==> src/rtl/dbg_mode_pkg.sv <==
package dbg_mode_pkg;
  typedef enum logic [1:0] {
    ST_RUN   = 2'b00,
    ST_DEBUG = 2'b01,
    ST_ERROR = 2'b10
  } dbg_state_e;
endpackage

==> src/rtl/dbg_entry_fsm.sv <==
module dbg_entry_fsm
  import dbg_mode_pkg::*;
#(
  parameter int MAX_DRAIN = 4
) (
  input  logic       clk,
  input  logic       rst_n,
  input  logic       dbg_en,
  input  logic       brk_now,
  input  logic       brk_req,
  input  logic       err_mode,
  input  logic       halt_ack,
  output dbg_state_e state_q,
  output logic       pend_q,
  output logic       enter_dbg,
  output logic       leave_dbg
);
  localparam int CW = $clog2(MAX_DRAIN + 1);

  dbg_state_e      state_d;
  logic            pend_d;
  logic [CW-1:0]   drain_q, drain_d;
  logic            bn_prev_q;
  logic            brk_any;
  logic            drain_done;

  assign brk_any    = dbg_en & (brk_now | brk_req);
  assign drain_done = (drain_q == CW'(MAX_DRAIN));

  always_comb begin
    state_d   = state_q;
    pend_d    = pend_q;
    drain_d   = drain_q;
    enter_dbg = 1'b0;
    leave_dbg = 1'b0;
    unique case (state_q)
      ST_RUN: begin
        if (err_mode) begin
          state_d = ST_ERROR;
          pend_d  = 1'b0;
          drain_d = '0;
        end else if (pend_q) begin
          if (halt_ack || drain_done) begin
            state_d   = ST_DEBUG;
            pend_d    = 1'b0;
            drain_d   = '0;
            enter_dbg = 1'b1;
          end else begin
            drain_d = drain_q + CW'(1);
          end
        end else if (brk_any) begin
          pend_d  = 1'b1;
          drain_d = '0;
        end
      end
      ST_ERROR: begin
        if (brk_any) begin
          state_d   = ST_DEBUG;
          enter_dbg = 1'b1;
        end
      end
      ST_DEBUG: begin
        if (!dbg_en || (bn_prev_q && !brk_now)) begin
          state_d   = ST_RUN;
          leave_dbg = 1'b1;
        end
      end
      default: begin
        state_d = ST_RUN;
        pend_d  = 1'b0;
        drain_d = '0;
      end
    endcase
  end

  always_ff @(posedge clk or negedge rst_n) begin
    if (!rst_n) begin
      state_q   <= ST_RUN;
      pend_q    <= 1'b0;
      drain_q   <= '0;
      bn_prev_q <= 1'b0;
    end else begin
      state_q   <= state_d;
      pend_q    <= pend_d;
      drain_q   <= drain_d;
      bn_prev_q <= brk_now;
    end
  end
endmodule

==> src/rtl/dbg_resume_ctx.sv <==
module dbg_resume_ctx #(
  parameter int AW = 32
) (
  input  logic          clk,
  input  logic          rst_n,
  input  logic          enter_dbg,
  input  logic          leave_dbg,
  input  logic [AW-1:0] core_pc,
  input  logic [AW-1:0] core_npc,
  input  logic          rst_addr_vld,
  input  logic [AW-1:0] rst_addr,
  output logic          resume,
  output logic [AW-1:0] resume_pc,
  output logic [AW-1:0] resume_npc
);
  localparam logic [AW-1:0] INSN_STEP = AW'(4);

  logic [AW-1:0] save_pc_q, save_npc_q;
  logic [AW-1:0] next_pc, next_npc;

  always_comb begin
    if (rst_addr_vld) begin
      next_pc  = rst_addr;
      next_npc = rst_addr + INSN_STEP;
    end else begin
      next_pc  = save_pc_q;
      next_npc = save_npc_q;
    end
  end

  always_ff @(posedge clk or negedge rst_n) begin
    if (!rst_n) begin
      save_pc_q  <= '0;
      save_npc_q <= '0;
    end else if (enter_dbg) begin
      save_pc_q  <= core_pc;
      save_npc_q <= core_npc;
    end
  end

  always_ff @(posedge clk or negedge rst_n) begin
    if (!rst_n) begin
      resume_pc  <= '0;
      resume_npc <= '0;
    end else if (leave_dbg) begin
      resume_pc  <= next_pc;
      resume_npc <= next_npc;
    end
  end

  always_ff @(posedge clk or negedge rst_n) begin
    if (!rst_n) resume <= 1'b0;
    else        resume <= leave_dbg;
  end
endmodule

==> src/rtl/dbg_mode_ctrl.sv <==
module dbg_mode_ctrl
  import dbg_mode_pkg::*;
#(
  parameter int AW        = 32,
  parameter int MAX_DRAIN = 4
) (
  input  logic          clk,
  input  logic          rst_n,
  input  logic          dbg_en,
  input  logic          brk_now,
  input  logic          brk_req,
  input  logic          err_mode,
  input  logic          halt_ack,
  input  logic          frz_cfg,
  input  logic [AW-1:0] core_pc,
  input  logic [AW-1:0] core_npc,
  input  logic          rst_addr_vld,
  input  logic [AW-1:0] rst_addr,
  output logic          halt_req,
  output logic          timer_frz,
  output logic          trace_susp,
  output logic          resume,
  output logic [AW-1:0] resume_pc,
  output logic [AW-1:0] resume_npc,
  output logic [1:0]    dbg_state
);
  dbg_state_e state_q;
  logic       pend_q, enter_dbg, leave_dbg, in_dbg;

  dbg_entry_fsm #(.MAX_DRAIN(MAX_DRAIN)) u_fsm (
    .clk       (clk),
    .rst_n     (rst_n),
    .dbg_en    (dbg_en),
    .brk_now   (brk_now),
    .brk_req   (brk_req),
    .err_mode  (err_mode),
    .halt_ack  (halt_ack),
    .state_q   (state_q),
    .pend_q    (pend_q),
    .enter_dbg (enter_dbg),
    .leave_dbg (leave_dbg)
  );

  dbg_resume_ctx #(.AW(AW)) u_ctx (
    .clk          (clk),
    .rst_n        (rst_n),
    .enter_dbg    (enter_dbg),
    .leave_dbg    (leave_dbg),
    .core_pc      (core_pc),
    .core_npc     (core_npc),
    .rst_addr_vld (rst_addr_vld),
    .rst_addr     (rst_addr),
    .resume       (resume),
    .resume_pc    (resume_pc),
    .resume_npc   (resume_npc)
  );

  assign in_dbg     = (state_q == ST_DEBUG);
  assign halt_req   = pend_q | in_dbg;
  assign trace_susp = in_dbg;
  assign timer_frz  = in_dbg & frz_cfg;
  assign dbg_state  = state_q;
endmodule

==> config.mk <==
export PLATFORM = sky130hd
export DESIGN_NAME = dbg_mode_ctrl
export DESIGN_NICKNAME = d
export VERILOG_FILES = /design/src/rtl/dbg_mode_pkg.sv /design/src/rtl/dbg_entry_fsm.sv /design/src/rtl/dbg_resume_ctx.sv /design/src/rtl/dbg_mode_ctrl.sv
export SDC_FILE = /design/constraint.sdc
export NUM_CORES = 1
export LEC_CHECK = 0
export ABC_AREA = 1
export ABC_CLOCK_PERIOD_IN_PS = 2150
export CAP_MARGIN = 20
export CORE_MARGIN = 4
export CORE_UTILIZATION = 55
export CTS_CLUSTER_DIAMETER = 80
export CTS_CLUSTER_SIZE = 24
export DETAILED_ROUTE_END_ITERATION = 16
export DONT_BUFFER_PORTS = 1
export PLACE_DENSITY = 0.79
export SLEW_MARGIN = 20
export SYNTH_ARGS = -nofsm -noshare
export SYNTH_HDL_FRONTEND = slang
export SYNTH_SLANG_ARGS = --single-unit
export TNS_END_PERCENT = 1
==> constraint.sdc <==
create_clock -name clk -period 2.15 [get_ports clk]
set_clock_uncertainty 0.1 [all_clocks]
set_input_delay 0.3225 -clock clk [delete_from_list [all_inputs] [get_ports clk]]
set_output_delay 0.3225 -clock clk [all_outputs]
set_load 0.01 [all_outputs]
; After elaboration in Yosys (flattened, before gate mapping)
; Index checks and enable logic that the tools add are counted.
; Widths: inputs -> output; s select.
[classes]
addsub = 2
mul = 0
n_div = 0
order_cmp = 0
eq_ne = 8
n_shift = 0
n_mux = 24
bitwise = 5
n_reduce_logical = 9
[ops]
columns = operator, n
row1 = $mux 32, 2
row2 = $add 32x3->32 const B, 1
row3 = $mux 3, 4
row4 = $mux 2, 5
row5 = $mux 1, 9
row6 = $ne 3x2->1 const B, 2
row7 = $pmux 2 s3, 1
row8 = $pmux 3 s2, 1
row9 = $ne 2x1->1 const B, 2
row10 = $ne 4x2->1 const B, 1
row11 = $pmux 1 s2, 2
row12 = $reduce_and 4->1, 1
row13 = $add 3x1->3 const B, 1
row14 = $eq 3x3->1 const B, 1
row15 = $and 1x1->1, 2
row16 = $eq 2x1->1 const B, 1
row17 = $eq 2x2->1 const B, 1
row18 = $logic_not 1->1, 2
row19 = $logic_not 2->1, 1
row20 = $logic_or 1x1->1, 2
row21 = $or 1x1->1, 2
row22 = $reduce_and 2->1, 1
row23 = $reduce_or 2->1, 1
row24 = $logic_and 1x1->1, 1
row25 = $not 1->1, 1
[word_totals]
reg_bits = 136
latch_bits = 0
mem_bits_rw = 0
romBits = 0
in_bits = 105
output_inout_bits = 70
word_cells = 57
memories = 0

; Depth between registers and ports, before layout
[depth]
ltp_word = 6
mapped_depth = 10

; Hierarchy
; Synthesis repeated with hierarchy kept, for this count alone.
[hier_totals]
hier_cells = 778
hier_area_um2 = 6680.2
[modules_own_cells]
columns = mod, instances, cells_per_inst, area_each_um2
row1 = dbg_resume_ctx, 1, 711, 6177.2
row2 = dbg_entry_fsm, 1, 60, 471.7
row3 = dbg_mode_ctrl, 1, 7, 31.3

; Worst setup path after synthesis
; No wires, ideal clock.
[synth_path]
path_type = reg2reg
startpoint = reg u_fsm.state_q[0]
endpoint = reg u_ctx.save_npc_q[10]
setup_ns = 0.126
arrival_time_ns = 1.435
slack_ns = 0.489
stages_incl_launch_ff = 10
n_path_buf = 2
synth_period_minus_slack_ns = 1.661
path_cell_list = dfrtp_1 inv_1 ha_1 inv_2 nor2_2 inv_2 o22ai_2 buf_4 buf_2 o21ai_0
[synth_via]
elab_chain_len = 2
word_cells_on_any_way = 3
cone_classes = eq/ne (1) / mux (1) / reduce/logical (1)
[synth_rtl]
columns = item, line
row1 = start: declaration, dbg_entry_fsm.sv:13  ; output dbg_state_e state_q,
row2 = start signal: assignment, dbg_entry_fsm.sv:83  ; state_q <= state_d;
row3 = $eq 2x2->1 / $logic_not 2->1 (equally long branches), dbg_entry_fsm.sv:36  ; unique case (state_q)
row4 = $pmux 1 s2 (*), dbg_entry_fsm.sv:36
row5 = end signal: assignment, dbg_resume_ctx.sv:37  ; save_npc_q <= core_npc;
row6 = end: declaration, dbg_resume_ctx.sv:18  ; logic [AW-1:0] save_pc_q, save_npc_q;
; Mark *: on every way between the ends. The rest lies on a longest branch, timed or not.
; A chain may end at the register's enable or synchronous reset.

; Worst setup path in the final report
[layout_path]
startpoint = reg u_fsm.state_q[0]
endpoint = reg u_ctx.save_npc_q[26]
; Same word-level chain as after synthesis.

==> qor.tcl <==
set qor(run_status) {complete, but fails checks}
set qor(failing_checks) {hold timing}
set qor(rows) 40
set qor(register_to_register_setup_slack_ps) 190
set qor(antenna_violations_before_repair) 0
set qor(clock_latency_ps) 420
set qor(yosysUniqueCellTypes) 33
set qor(setup-violations-final) 0
set qor(postRouteWirelength_mm) 18.7
set qor(floorplan.initialDensity_pct) 56.0
set qor(cts_inserted_buffers) 17
set qor(port_buffers) 0
set qor(slew_headroom_pct) 72.4
set qor(p_seq_share_pct) 46.3
set qor(timing.final.crit_share_pct) 91.0
set qor(place.detailed.instances) 970
set qor(die_area_sq_um) 14100
set qor(global_route.overflow_total) 0
set qor(comb_power_share_pct) 25.5
set qor(maxCapViolCount) 0
set qor(first_global_vias) 5653
set qor(mappedNetlistNets) 965
set qor(pwr-share-clk_pct) 28.2
set qor(grt_first_pass_wirelength_mm) 30.1
set qor(number_of_diodes) 0
set qor(most-common-layout-cells) {nand2_1, dfrtp_1, inv_1}
set qor(routedWlPerCell_microns) 17.4
set qor(post-route-min-period_ps) 1960
set qor(worst-slew-pin-transition_ps) 412
set qor(cts_num_sinks) 136
set qor(power_density_over_the_cells_nw_per_um2) 1270
set qor(cts.clk_slew.worst_paths_ps) 60
set qor(hold_path.class) {in -> async}
set qor(drc) 0
set qor(synthToLayoutAreaGrowth_pct) 21.9
set qor(post_drt_via_cell_ratio) 5.43
set qor(drt_iter0_drc) 577
set qor(synth-seq-area-share_pct) 50.6
set qor(grt_max_degree) 137
set qor(io-pin-count) 175
set qor(cp_startpoint) {u_fsm.state_q[0]$_DFFE_PN0P_}
set qor(drt_pass1_iterations) 6
set qor(avgSynthCellArea_sq_um) 7.88
set qor(worst_ep_required_time_ps) 2380
set qor(final_common_cell) {nand2_1}
set qor(internal-power_w) 0.00675
set qor(postPlaceCellArea_sq_um) 6820
set qor(core_sq_um) 12000
set qor(cpMaxStageDelayCell) {dfrtp_1}
set qor(finalWeightedCongestion) 0.900
set qor(crit_path_frequent_cell) {inv_2}
set qor(share_of_the_synthesized_area_in_the_top_cell_type_pct) 50.6
set qor(endpoint_kind) {register}
set qor(finalMaxSlewViolations) 0
set qor(critPathTopFamily) {buffers and inverters}
set qor(chipWidth_microns) 119
set qor(drtAntennaViolNets) 0
set qor(worstPathMaxFanout) 48
set qor(fin_hold_ws_ps) -497
set qor(yosys_warnings) 0
set qor(route.vias.total) 5849
set qor(postCtsSetupBuffers) 0
set qor(fin_setup_tns_ps) 0
set qor(cts-resized-gates) 0
set qor(total_leakage_power_nw) 3.88
set qor(finalHoldViolations) 136
set qor(buffers_inverters_on_critical_path) 4
set qor(clock_tree.buffer_depth) 2
set qor(dp.final_hpwl_mm) 12.4
set qor(source_of_the_worst_register_to_register_timing_path) {u_fsm.state_q[0]$_DFFE_PN0P_}
set qor(startpoint_type) {register}
set qor(yosys_register_bits) 136
set qor(layout-drive-gt1-share_pct) 6.67
set qor(power.net_switching_w) 0.00368
set qor(floorplan.die.height_microns) 119
set qor(rsz_0062_raised_after_global_routing) {false}
set qor(power_switching_share_pct) 35.3
set qor(worst-setup-path-type) {reg -> reg}
set qor(number_of_levels_in_the_clock_h_tree) 4
set qor(grt.total_usage_pct) 27.2
set qor(postSynthCellCount) 854
set qor(irDropWorstVdd_mv) 0.760
set qor(max_freq_ghz) 0.511
set qor(netlist_area_sq_um) 6730
set qor(timing.critical_path.cells) {inv_1 > ha_1 > inv_2 > nor2_2 > inv_2 > o22ai_4 > buf_12 > nand2_1 > o21ai_1}
set qor(finalNetCount) 1031
set qor(worst-endpoint-arrival_ps) 2190
set qor(cp_slowest_stage_delay_ps) 450
set qor(post-synth-top-area-cell) {dfrtp_1}
set qor(netlist_top_cells_area) {dfrtp_1, nand2_1, inv_1}
set qor(layout.cells.non_filler) 1077
set qor(final_area_sq_um) 8200
set qor(cts_tree) {yes}
set qor(ctsRootBufferMaster) {clkbuf_16}
## final cells by class
| cell class | count | area (sq um) |
|---|---|---|
| tap | 147 | 184 |
| timing repair buffer | 85 | 908 |
| inverter | 109 | 409 |
| sequential | 136 | 3400 |
| multi-input combinational | 571 | 2700 |
| clock inverter | 7 | 120 |
| fill | 946 | 3810 |
| clock buffer | 22 | 474 |
## per-layer routing
metal  part of all wire [%]  track usage (%)  vias up  routed length, microns
li1                       -                -     2858                       -
met1                     42             36.3     2700                    7890
met4                    1.8             8.98        0                     345
met5                      0                0        -                       0
met2                     46             41.5      256                    8700
met3                    9.6             9.86       35                    1790
## logic make-up after synthesis
logic type / after synthesis / share of synthesized area [%]
flops: 136 / 50.6
buf+inv: 147 / 9.43
simple gates: 390 / 24.9
fa+ha+maj: 6 / 1.12
compound gates: 175 / 13.9
## registers in the layout, indices dropped and copies added (netlist names), 2 cells and up
register and count:
u_ctx.save_pc_q 32, u_ctx.resume_pc 32, u_fsm.drain_q 3, u_ctx.resume_npc 32, u_ctx.save_npc_q 32, u_fsm.state_q 2
## Yosys cell counts
| master | n |
|---|---|
| o22ai_2 | 1 |
| nand3b_1 | 2 |
| a21o_1 | 1 |
| o31ai_1 | 1 |
| inv_2 | 4 |
| o21a_1 | 2 |
| o22ai_1 | 2 |
| a21oi_1 | 35 |
| nand2_1 | 267 |
| nand3_4 | 1 |
| nand3_2 | 1 |
| dfrtp_1 | 136 |
| nor2_8 | 1 |
| o21ai_1 | 65 |
| nor2_2 | 4 |
| nand2_4 | 2 |
| nand3b_4 | 1 |
| o211ai_1 | 6 |
| nor2_1 | 57 |
| buf_2 | 17 |
| a31oi_1 | 21 |
| clkbuf_8 | 2 |
| ha_1 | 6 |
| inv_1 | 105 |
| o21ai_0 | 41 |
| nor2_4 | 8 |
| buf_6 | 1 |
| nand3_1 | 33 |
| nand4_1 | 4 |
| buf_4 | 9 |
| nand2_2 | 4 |
| nor3_1 | 5 |
| clkbuf_1 | 9 |
## what timing repair did
item,in CTS,in global routing
setup endpoints to repair,0,0
hold buffers,75,3
endpoints found under the hold margin,212,139
## through the flow
step | setup slack, ps | total power, W | utilization [%]
after floorplan | 489 | 0.00662 | -
after global placement | 337 | 0.00718 | 56.8
after detailed placement | 260 | 0.00732 | 56.8
after CTS | 218 | 0.0104 | 68.0
after global routing | 21.4 | 0.0111 | 68.3
final | 194 | 0.0104 | 68.3
## power groups by stage
stage / logic, W / clock network (W) / registers [W]
global route: 0.00308 / 0.00311 / 0.00495
finish: 0.00266 / 0.00294 / 0.00483
global placement: 0.00237 / 0 / 0.00482
floorplan: 0.00205 / 0 / 0.00457
CTS: 0.00261 / 0.00298 / 0.00482
detailed placement: 0.00248 / 0 / 0.00485
## worst paths after layout
| kind | to | cells after the start |
|---|---|---|
| worst max-delay path | u_ctx.save_npc_q[26]$_DFFE_PN0P_ | 9 |
| worst min-delay path | u_ctx.resume_npc[21]$_DFFE_PN0P_ | 0 |
| worst max register to register | u_ctx.save_npc_q[26]$_DFFE_PN0P_ | 9 |
| worst min register to register | u_ctx.save_npc_q[13]$_DFFE_PN0P_ | 2 |
| max in group asynchronous | u_ctx.save_npc_q[21]$_DFFE_PN0P_ | 0 |
| min in group clk | u_ctx.resume_pc[1]$_DFFE_PN0P_ | 2 |
No activity file was read; power rests on OpenSTA's default activity.
